===== config.mk =====
export PLATFORM = sky130hd
export DESIGN_NAME = prio_shift_reg
export DESIGN_NICKNAME = d
export VERILOG_FILES = /design/src/rtl/prio_shift_pkg.sv /design/src/rtl/prio_shift_decode.sv /design/src/rtl/prio_shift_datapath.sv /design/src/rtl/prio_shift_store.sv /design/src/rtl/prio_shift_reg.sv
export SDC_FILE = /design/constraint.sdc
export NUM_CORES = 1
export LEC_CHECK = 0
export ABC_CLOCK_PERIOD_IN_PS = 2700
export BUFFER_PORTS_ARGS = -buffer_cell sky130_fd_sc_hd__buf_2
export CAP_MARGIN = 20
export CORE_AREA = 4 4 50 48
export CTS_CLUSTER_SIZE = 14
export DETAILED_ROUTE_END_ITERATION = 6
export DIE_AREA = 0 0 54 52
export RECOVER_POWER = 25
export REMOVE_ABC_BUFFERS = 1
export SLEW_MARGIN = 30
export SYNTH_ARGS = -nofsm -noshare
export SYNTH_HDL_FRONTEND = slang
export SYNTH_HIERARCHICAL = 1
export SYNTH_SLANG_ARGS = --single-unit

===== constraint.sdc =====
create_clock -name clk -period 2.7 [get_ports clk]
set_clock_uncertainty 0.1 [all_clocks]
set_input_delay 0.27 -clock clk [delete_from_list [all_inputs] [get_ports clk]]
set_output_delay 0.27 -clock clk [all_outputs]
set_load 0.03 [all_outputs]

===== src/rtl/prio_shift_pkg.sv =====
package prio_shift_pkg;

  typedef enum logic [2:0] {
    OP_HOLD = 3'd0,
    OP_SHR  = 3'd1,
    OP_ROTR = 3'd2,
    OP_SHL  = 3'd3,
    OP_ROTL = 3'd4,
    OP_LOAD = 3'd5
  } shift_op_e;

  typedef struct packed {
    logic go_down;   // move toward bit 0
    logic go_up;     // move toward the top bit
    logic wrap;      // rotate: recirculate the leaving bit
    logic take_din;  // parallel load
    logic en;        // any update this cycle
  } shift_ctl_t;

endpackage


===== src/rtl/prio_shift_decode.sv =====
module prio_shift_decode
  import prio_shift_pkg::*;
(
  input  logic       req_shr,
  input  logic       req_rotr,
  input  logic       req_shl,
  input  logic       req_rotl,
  input  logic       req_load,
  output shift_op_e  op,
  output shift_ctl_t ctl
);

  // fixed priority: down before up, shift before rotate, move before load
  always_comb begin
    if (req_shr)       op = OP_SHR;
    else if (req_rotr) op = OP_ROTR;
    else if (req_shl)  op = OP_SHL;
    else if (req_rotl) op = OP_ROTL;
    else if (req_load) op = OP_LOAD;
    else               op = OP_HOLD;
  end

  always_comb begin
    ctl          = '0;
    ctl.go_down  = (op == OP_SHR)  || (op == OP_ROTR);
    ctl.go_up    = (op == OP_SHL)  || (op == OP_ROTL);
    ctl.wrap     = (op == OP_ROTR) || (op == OP_ROTL);
    ctl.take_din = (op == OP_LOAD);
    ctl.en       = (op != OP_HOLD);
  end

  always_comb begin
    assert ($onehot0({ctl.go_down, ctl.go_up, ctl.take_din}))
      else $error("AST_ONE_SOURCE: more than one data source selected");
    assert (!(ctl.wrap && !(ctl.go_down || ctl.go_up)))
      else $error("AST_WRAP_NEEDS_MOVE: wrap without a move");
  end

endmodule


===== src/rtl/prio_shift_datapath.sv =====
module prio_shift_datapath
  import prio_shift_pkg::*;
#(
  parameter int WIDTH = 8
) (
  input  shift_ctl_t       ctl,
  input  logic [WIDTH-1:0] cur,
  input  logic [WIDTH-1:0] din,
  output logic [WIDTH-1:0] nxt
);

  localparam int TOP = WIDTH - 1;

  logic fill_top;   // bit entering the top position on a downward move
  logic fill_bot;   // bit entering bit 0 on an upward move

  assign fill_top = ctl.wrap & cur[0];
  assign fill_bot = ctl.wrap & cur[TOP];

  // one mux per bit, fed by its two neighbours
  for (genvar i = 0; i < WIDTH; i++) begin : g_bit
    logic from_above;
    logic from_below;

    if (i == TOP) begin : g_top
      assign from_above = fill_top;
    end else begin : g_mid_a
      assign from_above = cur[i+1];
    end

    if (i == 0) begin : g_bot
      assign from_below = fill_bot;
    end else begin : g_mid_b
      assign from_below = cur[i-1];
    end

    always_comb begin
      if (ctl.go_down)       nxt[i] = from_above;
      else if (ctl.go_up)    nxt[i] = from_below;
      else if (ctl.take_din) nxt[i] = din[i];
      else                   nxt[i] = cur[i];
    end
  end

endmodule


===== src/rtl/prio_shift_store.sv =====
module prio_shift_store #(
  parameter int WIDTH = 8
) (
  input  logic             clk,
  input  logic             rst_n,
  input  logic             en,
  input  logic [WIDTH-1:0] nxt,
  output logic [WIDTH-1:0] q
);

  always_ff @(posedge clk or negedge rst_n) begin
    if (!rst_n)  q <= '0;
    else if (en) q <= nxt;
  end

endmodule


===== src/rtl/prio_shift_reg.sv =====
module prio_shift_reg
  import prio_shift_pkg::*;
#(
  parameter int WIDTH = 8
) (
  input  logic             clk,
  input  logic             rst_n,
  input  logic             req_shr,
  input  logic             req_rotr,
  input  logic             req_shl,
  input  logic             req_rotl,
  input  logic             req_load,
  input  logic [WIDTH-1:0] din,
  output logic [WIDTH-1:0] dout
);

  localparam int TOP = WIDTH - 1;

  shift_op_e        op;
  shift_ctl_t       ctl;
  logic [WIDTH-1:0] nxt;

  prio_shift_decode u_decode (
    .req_shr  (req_shr),
    .req_rotr (req_rotr),
    .req_shl  (req_shl),
    .req_rotl (req_rotl),
    .req_load (req_load),
    .op       (op),
    .ctl      (ctl)
  );

  prio_shift_datapath #(.WIDTH(WIDTH)) u_path (
    .ctl (ctl),
    .cur (dout),
    .din (din),
    .nxt (nxt)
  );

  prio_shift_store #(.WIDTH(WIDTH)) u_store (
    .clk   (clk),
    .rst_n (rst_n),
    .en    (ctl.en),
    .nxt   (nxt),
    .q     (dout)
  );

  // armed after one full clock out of reset, so $past never reaches into reset
  logic armed_q;
  always_ff @(posedge clk or negedge rst_n) begin
    if (!rst_n) armed_q <= 1'b0;
    else        armed_q <= 1'b1;
  end

  AST_RESET_CLEARS: assert property (@(posedge clk)
    !rst_n |-> dout == '0);

  AST_SHR_WINS: assert property (@(posedge clk) disable iff (!rst_n || !armed_q)
    $past(req_shr) |-> dout == {1'b0, $past(dout[TOP:1])});

  AST_ROTR_NEXT: assert property (@(posedge clk) disable iff (!rst_n || !armed_q)
    ($past(!req_shr) && $past(req_rotr)) |-> dout == {$past(dout[0]), $past(dout[TOP:1])});

  AST_SHL_NEXT: assert property (@(posedge clk) disable iff (!rst_n || !armed_q)
    ($past(!req_shr) && $past(!req_rotr) && $past(req_shl))
      |-> dout == {$past(dout[TOP-1:0]), 1'b0});

  AST_ROTL_NEXT: assert property (@(posedge clk) disable iff (!rst_n || !armed_q)
    ($past({req_shr, req_rotr, req_shl}) == 3'b000 && $past(req_rotl))
      |-> dout == {$past(dout[TOP-1:0]), $past(dout[TOP])});

  AST_LOAD_SOLE: assert property (@(posedge clk) disable iff (!rst_n || !armed_q)
    ($past({req_shr, req_rotr, req_shl, req_rotl, req_load}) == 5'b00001)
      |-> dout == $past(din));

  AST_IDLE_HOLDS: assert property (@(posedge clk) disable iff (!rst_n || !armed_q)
    ($past({req_shr, req_rotr, req_shl, req_rotl, req_load}) == 5'b00000)
      |-> $stable(dout));

endmodule


==> reports/qor.csv <==
metric;value;unit
status;finished clean;
ios;23;
crit_arrival;1.95;ns
area_growth;19.71;%
ys_warn_count;6;
hold_violations;0;
die_y;52;µm
drive_gt1_share;51.16;%
peakVddDrop;0.1586;mV
ff2ff_path_depth;4;
power.switching;0.09480;mW
cts_tree;built;
nets;103;
multiInputGateArea;436.7;µm²
top_register;u_store/q;
power_density;381.5;nW/µm²
syn-cell-area;698.2;µm²
grt_setup_unrepaired;false;
syn_inst;62;
cts_setup_buffers;0;
cp-end-kind;flip-flop;
path_delay_family;simple AND/OR/NAND/NOR gates;
cp_max_fo;11;
ant_nets;0;
initial_core_util;37.58;%
wl_per_cell;13.30;µm
cts_max_path_buffers;2;
grt_pass1_wl;2325;µm
required;2.73;ns
largest_reg_flops;8;
first_global_vias;532;
swShare;29.73;%
post-route-util;44.98;%
viasPerCell;4.865;
vias;540;
root_buffer;clkbuf_4;
setup_viol;0;
drc;0;
worst-path-buf-inv;2;
combinationalPowerShare;28.4;%
cts_made_buffers;3;
gp_congestion;0.7371;
placed_area;804.5;µm²
cts_sinks;8;
period_share;70.96;%
start_kind;primary input;
register_area;200.2;µm²
drt-initial-drc-count;13;
fp.dieW;54;µm
min_path_type;in2async;
final_area;835.8;µm²
critPathKind;in2reg;
regToRegSetupSlack;1.29;ns
rows;15;
p_int;0.2241;mW
avgSynthCellArea;11.26;µm²
r2r-start;u_store/q[6];
die-area;2808;µm²
period_minus_slack;1.916;ns
slew_violations;0;
pwr-share-seq;43.2;%
core_area;1858;µm²
slew_headroom;68.98;%
dpl_worst_slack;0.5280;ns
finalWirelength;1476;µm
gr-total-overflow;0;
hpwl;1142;µm
cts_resized;0;
max_stage_delay;0.43;ns
crit_slowest_cell;nor2_1;
post-place-cells;107;
fill_cells;195;
worstMarginPinSlew;0.4637;ns
antenna_found_initial;0;
reg_top3;u_store/q: 8 flops;
groute.usage.overall;11.29;%
dr.pass1.iters;4;
clkTransAtPathRegs;0.06;ns
max-cap-violations;0;
tns;0;ns
hold_buffers;1;
leakage;0.4186;nW
worst_r2r_endpoint;u_store/q[6];
antennaDiodeCount;0;
cts.htree.levels;1;
worst_slack;0.7840;ns
clkPwrFrac;28.4;%
cp_cell_sequence;buf_2 > or2_1 > nor2_1 > buf_4 > mux2i_1 > o21ai_1 > mux2_4;
fin_cells;111;
insertion_delay;0.25;ns
numPortBuffers;22;
fmax;0.5219;GHz
grt_start_max_net_pins;12;
[power groups by stage]
stage	clock (mW)	sequential [mW]	combinational, mW
finish	0.0906	0.138	0.0905
floorplan	0	0.153	0.0452
CTS	0.0939	0.138	0.0914
global route	0.103	0.139	0.0982
detailed placement	0	0.140	0.0901
global placement	0	0.140	0.0892
[routing by layer]
layer	global-route usage [%]	routed length, µm
met2	17.34	693
met3	1.146	86
met5	0	0
met4	6.639	16
met1	15.03	679
[worst register-to-register path, cell delays in order, from the launching register on]
cell     delay (ns)
dfrtp_1        0.42
mux2_4         0.28
mux2i_1        0.16
o21ai_1        0.08
mux2_4         0.26
[stage by stage]
step                hold WS [ns]  total power [mW]
floorplan                -0.1256            0.1978
global placement         0.02647            0.2288
detailed placement       0.03031            0.2303
CTS                       0.2992            0.3235
global route              0.4224            0.3409
finish                    0.3793            0.3189
[cells in the final DEF (no fill, tap or decap), drive strengths merged, types with 2 or more instances in the layout]
| master | count |
|---|---|
| nand3 | 2 |
| dfrtp | 8 |
| mux2i | 8 |
| buf | 24 |
| clkbuf | 4 |
| nand2b | 2 |
| o21ai | 8 |
| nor2 | 2 |
| nand2 | 6 |
| mux2 | 16 |
[layout make-up]
| type | instances | area share, % |
|---|---|---|
| Sequential cell | 8 | 23.95 |
| Inverter | 1 | 0.4491 |
| Tap cell | 25 | 3.743 |
| Timing Repair Buffer | 26 | 16.92 |
| Multi-Input combinational cell | 48 | 52.25 |
| Clock buffer | 3 | 2.695 |
[how the worst max path moves through the flow]
stage / from / to / slack [ns] / cells after the start
2_1_floorplan: req_rotr / u_store/q[0] / 0.02 / 6
3_3_place_gp: req_rotr / u_store/q[0] / 0.54 / 8
3_5_place_dp: req_rotr / u_store/q[0] / 0.53 / 8
4_1_cts: req_rotr / u_store/q[0] / 0.78 / 8
5_1_grt: req_rotr / u_store/q[4] / 0.66 / 7
6_report: req_rotr / u_store/q[6] / 0.78 / 7
Power figures use the tool's default switching activity.
